==> config.mk <==
export PLATFORM = sky130hd
export DESIGN_NAME = nstk_ctrl
export DESIGN_NICKNAME = d
export VERILOG_FILES = /design/src/rtl/nstk_pkg.sv /design/src/rtl/nstk_addr_gen.sv /design/src/rtl/nstk_bounds.sv /design/src/rtl/nstk_nib_sel.sv /design/src/rtl/nstk_ctrl.sv
export SDC_FILE = /design/constraint.sdc
export NUM_CORES = 1
export LEC_CHECK = 0
export ABC_AREA = 1
export CORE_ASPECT_RATIO = 1.1
export CORE_MARGIN = 4
export CORE_UTILIZATION = 40
export CTS_BUF_LIST = sky130_fd_sc_hd__clkbuf_2
export CTS_CLUSTER_SIZE = 14
export DETAILED_ROUTE_END_ITERATION = 10
export PLACE_DENSITY = 0.68
export SETUP_SLACK_MARGIN = 0.5
export SYNTH_ARGS = -nofsm -noshare
export SYNTH_HDL_FRONTEND = slang
export SYNTH_SLANG_ARGS = --single-unit
==> constraint.sdc <==
create_clock -name clk -period 3.4 [get_ports clk]
set_input_delay 0.34 -clock clk [delete_from_list [all_inputs] [get_ports clk]]
set_output_delay 0.34 -clock clk [all_outputs]
set_load 0.05 [all_outputs]
==> src/rtl/nstk_pkg.sv <==
package nstk_pkg;
    localparam int unsigned NIB_W = 4;

    typedef enum logic [1:0] {
        ST_IDLE = 2'd0,
        ST_PUSH = 2'd1,
        ST_POP  = 2'd2,
        ST_LOAD = 2'd3
    } stk_state_e;
endpackage

==> src/rtl/nstk_addr_gen.sv <==
module nstk_addr_gen #(
    parameter int unsigned SP_W  = 3,
    parameter int unsigned IDX_W = 2,
    parameter int unsigned AW    = 8,
    parameter logic [AW-1:0] BASE = 8'h10
) (
    input  logic [SP_W-1:0]  sp,
    input  logic [IDX_W-1:0] idx,
    output logic [AW-1:0]    addr
);
    logic [AW-1:0] sp_ext;
    logic [AW-1:0] frame_off;

    always_comb begin
        sp_ext    = AW'(sp);
        frame_off = (sp_ext << 1) + sp_ext;
        addr      = BASE + frame_off + AW'(idx);
    end
endmodule

==> src/rtl/nstk_bounds.sv <==
module nstk_bounds #(
    parameter int unsigned SP_W      = 3,
    parameter int unsigned MAX_DEPTH = 5
) (
    input  logic [SP_W-1:0] sp,
    output logic            full,
    output logic            empty,
    output logic [SP_W-1:0] ovf_code,
    output logic [SP_W-1:0] unf_code
);
    always_comb begin
        full     = (sp == SP_W'(MAX_DEPTH));
        empty    = (sp == '0);
        ovf_code = SP_W'(MAX_DEPTH + 1);
        unf_code = '1;
    end
endmodule

==> src/rtl/nstk_nib_sel.sv <==
module nstk_nib_sel #(
    parameter int unsigned W     = 12,
    parameter int unsigned NIB_W = 4,
    parameter int unsigned IDX_W = 2
) (
    input  logic [W-1:0]     word,
    input  logic [IDX_W-1:0] idx,
    output logic [NIB_W-1:0] nib
);
    localparam int unsigned NNIB = W / NIB_W;

    logic [NIB_W-1:0] lanes [NNIB];

    for (genvar g = 0; g < NNIB; g++) begin : g_lane
        assign lanes[g] = word[g*NIB_W +: NIB_W];
    end

    always_comb begin
        nib = '0;
        for (int k = 0; k < NNIB; k++) begin
            if (idx == IDX_W'(k)) nib = lanes[k];
        end
    end
endmodule

==> src/rtl/nstk_ctrl.sv <==
module nstk_ctrl
    import nstk_pkg::*;
#(
    parameter int unsigned PC_W      = 12,
    parameter int unsigned SP_W      = 3,
    parameter int unsigned AW        = 8,
    parameter int unsigned MAX_DEPTH = 5,
    parameter logic [AW-1:0] BASE    = 8'h10
) (
    input  logic                     clk,
    input  logic                     rst_n,
    input  logic                     call_i,
    input  logic [NIB_W-1:0]         tgt_lo_i,
    input  logic [NIB_W-1:0]         tgt_mid_i,
    input  logic [PC_W-2*NIB_W-1:0]  tgt_hi_i,
    input  logic                     ret_i,
    input  logic [NIB_W-1:0]         ret_lit_i,
    input  logic [PC_W-1:0]          pc_i,
    input  logic                     key_i,
    output logic                     mem_we_o,
    output logic                     mem_re_o,
    output logic [AW-1:0]            mem_addr_o,
    output logic [NIB_W-1:0]         mem_wdata_o,
    input  logic [NIB_W-1:0]         mem_rdata_i,
    output logic                     pc_load_o,
    output logic [PC_W-1:0]          pc_new_o,
    output logic                     r0_we_o,
    output logic [NIB_W-1:0]         r0_data_o,
    output logic [SP_W-1:0]          sp_o,
    output logic                     halt_o,
    output logic                     err_o,
    output logic                     busy_o
);
    localparam int unsigned NNIB  = PC_W / NIB_W;
    localparam int unsigned IDX_W = (NNIB > 1) ? $clog2(NNIB) : 1;

    typedef struct packed {
        stk_state_e        st;
        logic [IDX_W-1:0]  idx;
        logic [SP_W-1:0]   sp;
        logic              err;
        logic [SP_W-1:0]   err_sp;
        logic [PC_W-1:0]   frame;
        logic [PC_W-1:0]   dest;
        logic [NIB_W-1:0]  lit;
    } regs_t;

    regs_t q, d;

    logic            at_full, at_empty;
    logic [SP_W-1:0] ovf_code, unf_code;
    logic            last_nib;
    logic [PC_W-1:0] popped;

    nstk_bounds #(
        .SP_W      (SP_W),
        .MAX_DEPTH (MAX_DEPTH)
    ) u_bounds (
        .sp       (q.sp),
        .full     (at_full),
        .empty    (at_empty),
        .ovf_code (ovf_code),
        .unf_code (unf_code)
    );

    nstk_addr_gen #(
        .SP_W  (SP_W),
        .IDX_W (IDX_W),
        .AW    (AW),
        .BASE  (BASE)
    ) u_addr (
        .sp   (q.sp),
        .idx  (q.idx),
        .addr (mem_addr_o)
    );

    nstk_nib_sel #(
        .W     (PC_W),
        .NIB_W (NIB_W),
        .IDX_W (IDX_W)
    ) u_wsel (
        .word (q.frame),
        .idx  (q.idx),
        .nib  (mem_wdata_o)
    );

    // Merge the nibble arriving from memory into the frame being rebuilt.
    always_comb begin
        popped = q.frame;
        for (int k = 0; k < NNIB; k++) begin
            if (q.idx == IDX_W'(k)) popped[k*NIB_W +: NIB_W] = mem_rdata_i;
        end
    end

    assign last_nib = (q.idx == IDX_W'(NNIB - 1));

    always_comb begin
        d = q;
        unique case (q.st)
            ST_IDLE: begin
                if (q.err) begin
                    // Strobes are dropped; the key only clears the fault.
                    if (key_i) d.err = 1'b0;
                end else if (call_i) begin
                    if (at_full) begin
                        d.err    = 1'b1;
                        d.err_sp = ovf_code;
                    end else begin
                        d.st    = ST_PUSH;
                        d.idx   = '0;
                        d.frame = pc_i;
                        d.dest  = {tgt_hi_i, tgt_mid_i, tgt_lo_i};
                    end
                end else if (ret_i) begin
                    if (at_empty) begin
                        d.err    = 1'b1;
                        d.err_sp = unf_code;
                    end else begin
                        d.st  = ST_POP;
                        d.idx = '0;
                        d.sp  = q.sp - 1'b1;
                        d.lit = ret_lit_i;
                    end
                end
            end
            ST_PUSH: begin
                if (last_nib) begin
                    d.st = ST_LOAD;
                    d.sp = q.sp + 1'b1;
                end else begin
                    d.idx = q.idx + 1'b1;
                end
            end
            ST_POP: begin
                d.frame = popped;
                if (last_nib) begin
                    d.st   = ST_LOAD;
                    d.dest = popped;
                end else begin
                    d.idx = q.idx + 1'b1;
                end
            end
            ST_LOAD: begin
                d.st  = ST_IDLE;
                d.idx = '0;
            end
            default: d.st = ST_IDLE;
        endcase
    end

    always_ff @(posedge clk) begin
        if (!rst_n) q <= '0;
        else        q <= d;
    end

    assign mem_we_o  = (q.st == ST_PUSH);
    assign mem_re_o  = (q.st == ST_POP);
    assign pc_load_o = (q.st == ST_LOAD);
    assign pc_new_o  = q.dest;
    assign r0_we_o   = (q.st == ST_POP) && (q.idx == '0);
    assign r0_data_o = q.lit;
    assign sp_o      = q.err ? q.err_sp : q.sp;
    assign halt_o    = q.err;
    assign err_o     = q.err;
    assign busy_o    = (q.st != ST_IDLE);
endmodule

==> results.txt, run 1 <==
----------------------------------------------------
[Pwr]
  Combinational share of power ... 69.3%
  Sequential fraction of design power ... between 20% and 30%
  Sw frac ... a little under three fifths
  Largest vdd supply drop ... 496.7 µV
  Power per cell area ... just under 1000 mW/mm²
  Internal power ... 1.492 mW
  Clock share of power ... around 8.5%
  Power spent charging and discharging nets ... a little under 2 mW
  Leakage power figure ... roughly 1.7 nW

[Placed design]
  Routability-driven placement congestion ratio ... approximately 0.84
  Total instance count after detailed placement ... ~570
  Post-detailed-placement cell area ... ~0.0034 mm²
  Number of buffers added on ports ... between 70 and 80
  HPWL after detailed placement ... roughly 4900 µm

[Clock tree]
  Insertion delay of the later-clocked pin in the worst-skew pair ... a little over 0.4 ns
  Post-CTS clock slew at the launch and capture registers of the worst setup and hold paths ... ~0.19 ns
  Clk sinks ... 38
  Number of post-CTS setup repair buffers ... 0
  Clock tree from TritonCTS ... yes
  Maximum level of the CTS H-tree ... 2
  Cell chosen for the clock root ... clkbuf_2
  Resize count post-CTS ... 9
  Number of buffers created by CTS ... 5
  Quantity of hold-fixing buffers added after cts ... 0
  Buffers from clock root to sink, at most ... 2

[Floorplanning]
  Number of placement rows ... 32
  Total die area ... between 0.008 and 0.009 mm²
  Top-Level Pins ... 75
  Core area ... approximately 0.007 mm²
  Width of the chip ... around 89 µm
  Initial standard-cell utilization of the core ... a little over 40%
  Y dimension of the die ... 96.75 µm

[Routing]
  Routed via count divided by cell count ... 4.549
  Initial DRC Count ... approximately 130
  First drt pass iteration count ... 4
  Antenna violation net count after detailed routing ... 0
  Sum of routed wire length over all layers ... around 6500 µm
  Detailed-route wire length per cell ... about 11 µm
  DRC violations left ... 0
  DR vias ... between 2,000 and 3,000

[Synth]
  Flops & latches, synth ... 38
  Number of enable-type register cells in the synthesized netlist ... 0
  Gate Count Post-Synth ... around 440
  Netlist area before placement ... 0.002864 mm²
  Top flip-flop cell by instance count after synthesis ... dfxtp_1
  Asr flop ratio synth ... 0%
  Syn. warnings ... 0
  Mean Syn Cell Area ... 6.450 µm²
  Post-synth cell types ... 28
  Portion of the post-synthesis area used by sequential elements ... between 20% and 30%

[STA]
  Clk_skew ... roughly 0.022 ns
  Number of pins with negative max-slew slack in the final report ... 0
  Final setup violation count ... 0
  Setup repair after global routing missed its margin ... yes
  Tightest slew margin relative to the limit ... a little over three fifths
  Worst hold slack after final layout ... roughly 0.46 ns
  Minimum period implied by the final worst setup slack ... 2.803 ns
  Final period utilization ... 82.44%
  Hold Fails Final Rpt ... 0
  Accumulated negative setup slack ... 0 ns
  Fmax ... approximately 0.36 GHz
  Transition time at the pin with the least slew margin ... roughly 0.56 ns

[Worst setup path]
  CP startpoint kind ... flip-flop
  Launch point of the worst path ... q[33]$_SDFFE_PN0P_
  Worst Path Max Fanout ... 6
  Capture instance of the worst register-to-register path ... pc_new_o[4]$_SDFFE_PN0P_
  Crit Path Category ... flip-flop to primary output
  CP Capture Type ... primary output
  Reg2Reg Launch Point ... q[37]$_SDFFE_PN0P_
  Setup slack on the worst flop-to-flop path ... about 1.6 ns
  Critical Path RT ... between 3 and 4 ns
  FF-to-FF path depth ... 8
  Crit path to ... mem_addr_o[4]
  Worst path arrival time ... around 2.5 ns

[Global routing]
  Wire length of the first global-routing pass ... ~11,000 µm
  Antenna violations before repair ... 0
  Total gr overflow ... 0
  Largest net degree at the start of global routing ... 38
  Overall routing resource usage ... about 16%
  Vias in the first global route ... 2,569

[Layout]
  Commonest cells after routing, fill and taps aside ... nand2_1, inv_1, nor2_1
  Final cell area excluding filler cells ... about 0.0034 mm²
  Area Growth Syn to Fin ... 20.10%
  Core occupancy in the finished layout ... 49.09%
  Total Nets Final ... between 500 and 600
  Share of post-route cells with drive strength above 1 ... under 10%
  Fillers ... between 700 and 800
  Most frequent standard cell in the layout excluding fill and tap cells ... nand2_1
  Non-filler cells in the finished layout ... 577
  Final antenna diode count ... 0

[Run status]
  Status ... completed

[Worst hold path]
  Worst min path class ... flip-flop to flip-flop

[Run]
  Maximum capacitance violations ... 0

----------------------------------------------------
==> critical path: stages (launching register included) <==
cell      delay, ns
dfxtp_1        0.44
inv_1          0.15
ha_1           0.33
inv_1          0.08
fa_1           0.42
nor2_1         0.12
nand2_1        0.07
xnor2_1        0.16
clkbuf_2       0.30
==> per-stage QoR <==
stage	total power [mW]	setup WS, ns
after floorplan	2.781	0.7819
after global placement	3.187	0.5827
after detailed placement	3.214	0.5053
after CTS	3.460	0.2988
after global routing	3.727	0.4030
final	3.417	0.5970
==> layout make-up <==
| cell class | instances | area (µm²) | area share [%] |
|---|---|---|---|
| flip-flops and latches | 38 | 760.7 | 22.12 |
| clock buffers | 7 | 35.03 | 1.019 |
| well taps | 85 | 106.4 | 3.092 |
| repair buffers | 75 | 703.2 | 20.44 |
| multi-input cells | 286 | 1485 | 43.18 |
| inverters | 85 | 319.1 | 9.276 |
| clock inverters | 1 | 30.03 | 0.8730 |
==> synthesized netlist by cell type (2+ instances only) <==
cell type | n | area share, %
a21oi_1 | 15 | 2.6
a31oi_1 | 4 | 0.87
buf_2 | 4 | 0.70
buf_4 | 22 | 5.8
buf_6 | 8 | 3.1
clkbuf_8 | 2 | 0.96
dfxtp_1 | 38 | 27
fa_1 | 2 | 1.4
ha_1 | 15 | 6.6
inv_1 | 85 | 11
nand2_1 | 97 | 13
nand2_2 | 2 | 0.44
nand2_4 | 4 | 1.6
nand3_1 | 6 | 1.0
nand4_1 | 2 | 0.44
nor2_1 | 74 | 9.7
o211ai_1 | 12 | 3.1
o21ai_0 | 27 | 4.7
o21ai_1 | 13 | 2.3
xnor2_1 | 3 | 0.92
xor2_1 | 2 | 0.61
==> cells by family after synthesis <==
| group | share of synthesized area, % |
|---|---|
| buffers and inverters | 21.71 |
| AND/OR/NAND/NOR | 27.17 |
| flip-flops | 26.56 |
| adder cells (fa/ha/maj) | 7.951 |
| XOR/XNOR | 1.529 |
| other | 0.1309 |
| AO/OA/AOI/OAI | 14.94 |
==> state kept, by name, indices dropped and copies added, names as in the netlist <==
signal	cells
r0_data_o	4
pc_new_o	12
err_o	1
q	21
==> layer usage <==
layer	up-vias	wire length (µm)	GRT usage, %
met1	1122	2929	19.29
met3	10	527	4.685
li1	1423	-	-
met2	70	2977	25.54
met4	0	85	4.419
met5	-	0	0
==> power by group through the flow <==
| stage | Clock, mW | Sequential [mW] | Combinational (mW) |
|---|---|---|---|
| after detailed placement | 0 | 0.776 | 2.44 |
| after global placement | 0 | 0.766 | 2.42 |
| after global routing | 0.317 | 0.788 | 2.62 |
| after floorplan | 0 | 0.742 | 2.04 |
| final | 0.289 | 0.761 | 2.37 |
| after CTS | 0.299 | 0.763 | 2.40 |
==> how the worst min path moves through the flow <==
stage,from,end,cells past startpoint
detailed placement,q[28]$_SDFFE_PN0P_,q[28]$_SDFFE_PN0P_,2
global placement,r0_data_o[1]$_SDFFE_PN0P_,r0_data_o[1]$_SDFFE_PN0P_,2
CTS,q[28]$_SDFFE_PN0P_,q[28]$_SDFFE_PN0P_,2
finish,q[28]$_SDFFE_PN0P_,q[28]$_SDFFE_PN0P_,2
global route,q[29]$_SDFFE_PN0P_,q[29]$_SDFFE_PN0P_,2
floorplan,r0_data_o[0]$_SDFFE_PN0P_,r0_data_o[0]$_SDFFE_PN0P_,2
Note: power is estimated with default switching activity, not from simulation.
==> inputs of run 2 (changes only) <==
- PLACE_DENSITY: 0.68 -> 0.7
- clock period: 3.4 -> 2.5 ns (I/O delays scaled with it)
==> results.txt, run 2 (synthesized netlist as in run 1, its figures left out) <==
----------------------------------------------------
[Layout]
  Number of flip-flops in the largest register ... 21
  Final antenna diode count ... 0
  Most frequent standard cell in the layout excluding fill and tap cells ... nand2_1
  Commonest cells after routing, fill and taps aside ... nand2_1, inv_1, nor2_1
  Most flop-heavy register ... q
  Share of post-route cells with drive strength above 1 ... 19.65%
  Total Nets Final ... between 500 and 600
  Fillers ... 650
  Area Growth Syn to Fin ... 42.11%

[Worst setup path]
  Crit Path Category ... flip-flop to primary output
  Worst path arrival time ... roughly 2.1 ns
  Critical Path RT ... 2.25 ns
  Gate family responsible for the most delay along the worst path ... adder cells
  CP startpoint kind ... flip-flop
  Worst Path Max Fanout ... 6
  Buf+Inv Stages, Crit Path ... 3
  CP Depth ... 8
  Worst-path cell with the longest stage delay ... dfxtp_4
  CP Capture Type ... primary output
  Worst path cell trace ... inv_6 -> ha_4 -> inv_4 -> fa_2 -> nor2_2 -> nand2_2 -> xnor2_4 -> buf_12
  FF-to-FF path depth ... 12
  Largest stage delay on the critical path ... 0.44 ns

[Worst hold path]
  Number of cells on the worst hold path ... 3
  Worst min path class ... input pin to flip-flop

[STA]
  Worst hold slack after final layout ... 0.4615 ns
  Setup repair after global routing missed its margin ... yes
  Accumulated negative setup slack ... 0 ns
  Clk_skew ... between 0.03 and 0.04 ns
  Fmax ... roughly 0.42 GHz
  Tightest slew margin relative to the limit ... roughly 65%
  Hold Fails Final Rpt ... 0
  Minimum period implied by the final worst setup slack ... approximately 2.4 ns
  Transition time at the pin with the least slew margin ... 0.5202 ns
  Final period utilization ... between 90% and 100%
  Number of pins with negative max-slew slack in the final report ... 0
  Final setup violation count ... 0

[Pwr]
  Sw frac ... approximately 52%
  Power spent charging and discharging nets ... 2.996 mW
  Combinational share of power ... 72.7%
  Internal power ... ~2.7 mW
  Total power ... between 5 and 6 mW
  Largest vdd supply drop ... 846.5 µV
  Leakage power figure ... approximately 2 nW
  Power per cell area ... 1411 mW/mm²
  Sequential fraction of design power ... a little under a fifth
  Clock share of power ... under 10%

[Placed design]
  Number of buffers added on ports ... a little over 70
  HPWL after detailed placement ... approximately 4900 µm
  Routability-driven placement congestion ratio ... approximately 0.84

[Global routing]
  Wire length of the first global-routing pass ... ~11,000 µm
  Vias in the first global route ... 2,581
  Total gr overflow ... 0
  Overall routing resource usage ... 16.08%
  Antenna violations before repair ... 0
  Largest net degree at the start of global routing ... 38

[Clock tree]
  Maximum level of the CTS H-tree ... 2
  Clk sinks ... 38
  Insertion delay of the later-clocked pin in the worst-skew pair ... slightly above 0.4 ns
  Quantity of hold-fixing buffers added after cts ... 0
  Clock tree from TritonCTS ... yes
  Buffers from clock root to sink, at most ... 2
  Post-CTS clock slew at the launch and capture registers of the worst setup and hold paths ... between 0.2 and 0.25 ns
  Number of buffers created by CTS ... 5
  Cell chosen for the clock root ... clkbuf_2

[Routing]
  Antenna violation net count after detailed routing ... 0
  Initial DRC Count ... 79
  DR vias ... about 2,800
  Sum of routed wire length over all layers ... between 7000 and 8000 µm
  Routed via count divided by cell count ... ~4.7
  DRC violations left ... 0
  First drt pass iteration count ... 5
  Detailed-route wire length per cell ... 11.81 µm

[Floorplanning]
  Top-Level Pins ... 75
  Width of the chip ... between 80 and 90 µm
  Number of placement rows ... 32
  Y dimension of the die ... 96.75 µm
  Total die area ... ~0.0086 mm²
  Initial standard-cell utilization of the core ... around 40%
  Core area ... between 0.007 and 0.008 mm²

[Run status]
  Status ... completed

[Run]
  Maximum capacitance violations ... 0

----------------------------------------------------
## run 2: cell count changes in the layout (fill, tap and decap cells not counted), sizes merged
cell and change:
buf +32, clkdlybuf4s50 -11, clkbuf -8, dlygate4sd2 +5, clkdlybuf4s15 +2, bufinv +1, clkinv +1
## run 2: per-layer routing
layer | GRT usage, % | up-vias | share of wire (%)
li1 | - | 1468 | -
met1 | 20.04 | 1248 | 43
met2 | 27.71 | 105 | 49
met3 | 3.492 | 9 | 7.2
met4 | 3.721 | 0 | 0.99
met5 | 0 | - | 0
## run 2: per-stage QoR
step / cell area [µm²] / util, % / std cells / setup WS [ns]
after floorplan: 2954 / - / 445 / 0.4393
after CTS: 3841 / 54.82 / 589 / 0.1133
after detailed placement: 3611 / 51.54 / 572 / 0.3350
final: 4070 / 58.09 / 599 / 0.1253
after global routing: 4070 / 58.09 / 599 / 0.02016
after global placement: 3611 / 51.54 / 572 / 0.3945
## run 2: area by class of cell
type                            instances  area (µm²)  share of cell area (%)
Multi-Input combinational cell        286        1752                   43.04
Timing Repair Buffer                   97        1001                   24.59
Sequential cell                        38       773.2                   19.00
Inverter                               85       349.1                   8.577
Tap cell                               85       106.4                   2.613
Clock inverter                          3       63.81                   1.568
Clock buffer                            5       25.02                  0.6148
## run 2: power by group through the flow
stage	sequential, mW	combinational [mW]	clock, mW
5_1_grt	1.11	4.54	0.526
2_1_floorplan	1.01	2.85	0
4_1_cts	1.05	3.82	0.498
3_3_place_gp	1.05	3.64	0
3_5_place_dp	1.06	3.68	0
6_report	1.08	4.17	0.493
## run 2: what timing repair did
item,CTS,global route
resized for setup,41,42
endpoints found under the hold margin,0,0
pin swaps,7,10
setup buffers,9,10
setup endpoints to repair,19,12
gates cloned,0,0
## run 2: worst register-to-register path, cell delays in order (launching register included)
cell and delay (ns):
dfxtp_2 0.39, buf_6 0.11, buf_6 0.10, buf_6 0.12, inv_8 0.06, ha_4 0.15
buf_4 0.22, o21ai_0 0.12, nor2_1 0.19, nand2_2 0.13, nand2_1 0.09, nand2_1 0.07
nor2_1 0.10
## run 2: final timing paths
| kind | start | endpoint | slack (ns) |
|---|---|---|---|
| hold reg to reg | q[28]$_SDFFE_PN0P_ | q[28]$_SDFFE_PN0P_ | 0.46 |
| setup reg to reg | q[35]$_SDFFE_PN0P_ | q[32]$_SDFFE_PN0P_ | 0.59 |
| hold / removal | ret_lit_i[0] | r0_data_o[0]$_SDFFE_PN0P_ | 0.46 |
| setup / recovery | q[33]$_SDFFE_PN0P_ | mem_addr_o[4] | 0.13 |
==> inputs of run 3 (changes only) <==
==> constraint.sdc (replaced) <==
create_clock -name clk -period 2.5 [get_ports clk]
set_input_delay 0.5 -clock clk [delete_from_list [all_inputs] [get_ports clk]]
set_output_delay 0.5 -clock clk [all_outputs]
set_load 0.05 [all_outputs]
==> results.txt, run 3 (synthesized netlist as in run 1, its figures left out) <==
----------------------------------------------------
[Layout]
  Share of post-route cells with drive strength above 1 ... 23.08%
  Number of flip-flops in the largest register ... 21
  Most flop-heavy register ... q
  Area Growth Syn to Fin ... 43.38%
  Total Nets Final ... between 500 and 600
  Core occupancy in the finished layout ... 58.61%
  Final cell area excluding filler cells ... between 0.004 and 0.005 mm²
  Commonest cells after routing, fill and taps aside ... nand2_1, inv_1, nor2_1
  Most frequent standard cell in the layout excluding fill and tap cells ... nand2_1
  Final antenna diode count ... 0

[Floorplanning]
  Initial standard-cell utilization of the core ... roughly 41%
  Top-Level Pins ... 75
  Total die area ... about 0.0086 mm²
  Width of the chip ... 88.68 µm
  Y dimension of the die ... about 97 µm
  Number of placement rows ... 32
  Core area ... about 0.0070 mm²

[Placed design]
  Post-detailed-placement cell area ... roughly 0.0037 mm²
  HPWL after detailed placement ... ~5000 µm
  Routability-driven placement congestion ratio ... approximately 0.86
  Number of buffers added on ports ... between 70 and 80

[Clock tree]
  Post-CTS clock slew at the launch and capture registers of the worst setup and hold paths ... between 0.2 and 0.25 ns
  Clock tree from TritonCTS ... yes
  Insertion delay of the later-clocked pin in the worst-skew pair ... ~0.40 ns
  Buffers from clock root to sink, at most ... 2
  Quantity of hold-fixing buffers added after cts ... 0
  Cell chosen for the clock root ... clkbuf_2
  Maximum level of the CTS H-tree ... 2
  Number of buffers created by CTS ... 5
  Clk sinks ... 38

[Run status]
  Failing checks ... setup timing
  Status ... finished with violations

[Worst setup path]
  Launch point of the worst path ... q[33]$_SDFFE_PN0P_
  Worst path arrival time ... just over 2 ns
  Critical Path RT ... ~2 ns
  Reg2Reg Launch Point ... q[35]$_SDFFE_PN0P_
  CP startpoint kind ... flip-flop
  Crit Path Category ... flip-flop to primary output
  CP Capture Type ... primary output
  Worst Path Max Fanout ... 6

[Global routing]
  Met1 capacity usage during global routing ... ~23%
  Vias in the first global route ... between 2,000 and 3,000
  Overall routing resource usage ... between 10% and 20%
  Antenna violations before repair ... 0
  Global routing met3 resource utilization ... approximately 2.1%
  Largest net degree at the start of global routing ... 27
  Busiest layer in global routing ... met2
  Total gr overflow ... 0
  M2 GR Usage ... between 20 and 30%
  Wire length of the first global-routing pass ... roughly 12,000 µm

[Run]
  Maximum capacitance violations ... 0

[STA]
  Accumulated negative setup slack ... -0.1213 ns
  Clk_skew ... 0.01095 ns
  Transition time at the pin with the least slew margin ... around 0.5 ns
  Final setup slack of the worst path ... -0.07092 ns
  Final setup violation count ... 3
  Minimum period implied by the final worst setup slack ... between 2 and 3 ns
  Tightest slew margin relative to the limit ... 66.18%
  Worst hold slack after final layout ... between 0.4 and 0.5 ns
  Number of pins with negative max-slew slack in the final report ... 0
  Final period utilization ... 102.8%
  Hold Fails Final Rpt ... 0
  Setup repair after global routing missed its margin ... yes
  Fmax ... approximately 0.39 GHz

[Routing]
  Antenna violation net count after detailed routing ... 0
  DRC violations left ... 0
  Routed via count divided by cell count ... about 4.7
  Detailed-route wire length per cell ... 12.13 µm
  First drt pass iteration count ... 5
  Initial DRC Count ... 157
  DR vias ... around 2,800
  Sum of routed wire length over all layers ... around 7300 µm

[Pwr]
  Largest vdd supply drop ... a little over 900 µV
  Power per cell area ... 1380 mW/mm²
  Total power ... 5.665 mW
  Leakage power figure ... 2.029 nW

[Worst hold path]
  Worst min path class ... flip-flop to flip-flop
  Min-delay src ... r0_data_o[3]$_SDFFE_PN0P_

----------------------------------------------------
## run 3: cell count changes in the layout (fill, tap and decap cells not counted), moves of 3 or more
cell,change
clkdlybuf4s50_1,-16
dlygate4sd2_1,+13
buf_4,+5
a21oi_2,-4
a21oi_4,+4
buf_2,+4
buf_6,+3
inv_4,+3
## run 3: cell type report
type | count | area [µm²]
multi-input cells | 286 | 1797
fillers | 633 | 2900
repair buffers | 103 | 1035
flip-flops and latches | 38 | 778.2
well taps | 85 | 106.4
clock buffers | 5 | 25.02
clock inverters | 3 | 15.01
inverters | 85 | 350.3
## run 3: per-layer routing
layer	vias to the layer above	share of wire (%)
met5	-	0
met4	0	1.1
met3	6	4.5
met2	65	50
met1	1270	45
li1	1477	-
## run 3: worst paths after layout
kind	to	slack [ns]	depth (start not counted)
setup / recovery	mem_addr_o[4]	-0.07	8
hold / removal	r0_data_o[3]$_SDFFE_PN0P_	0.46	2
setup reg to reg	q[23]$_SDFFE_PN0P_	0.74	9
hold reg to reg	r0_data_o[3]$_SDFFE_PN0P_	0.46	2
## run 3: metrics by stage
stage	cells	setup WS (ns)
6_report	605	-0.07092
5_1_grt	605	-0.1874
4_1_cts	597	-0.09388
3_5_place_dp	572	0.2232
3_3_place_gp	572	0.2669
2_1_floorplan	445	0.1957
## run 3: critical path: stages (launching register included)
cell	delay, ns
dfxtp_4	0.43
inv_4	0.06
ha_4	0.26
inv_2	0.04
fa_2	0.35
nor2_2	0.13
nand2_2	0.09
xnor2_4	0.16
buf_12	0.15
## run 3: report_power, final
part,internal [mW],switching (mW)
clock network,0.0654,0.224
logic,1.66,2.66
registers,0.873,0.191
## run 3: what timing repair did
action / 4_1_cts / 5_1_grt
gates resized for setup: 81 / 24
pin swaps: 9 / 3
setup endpoints to repair: 36 / 16
buffers inserted: 17 / 8
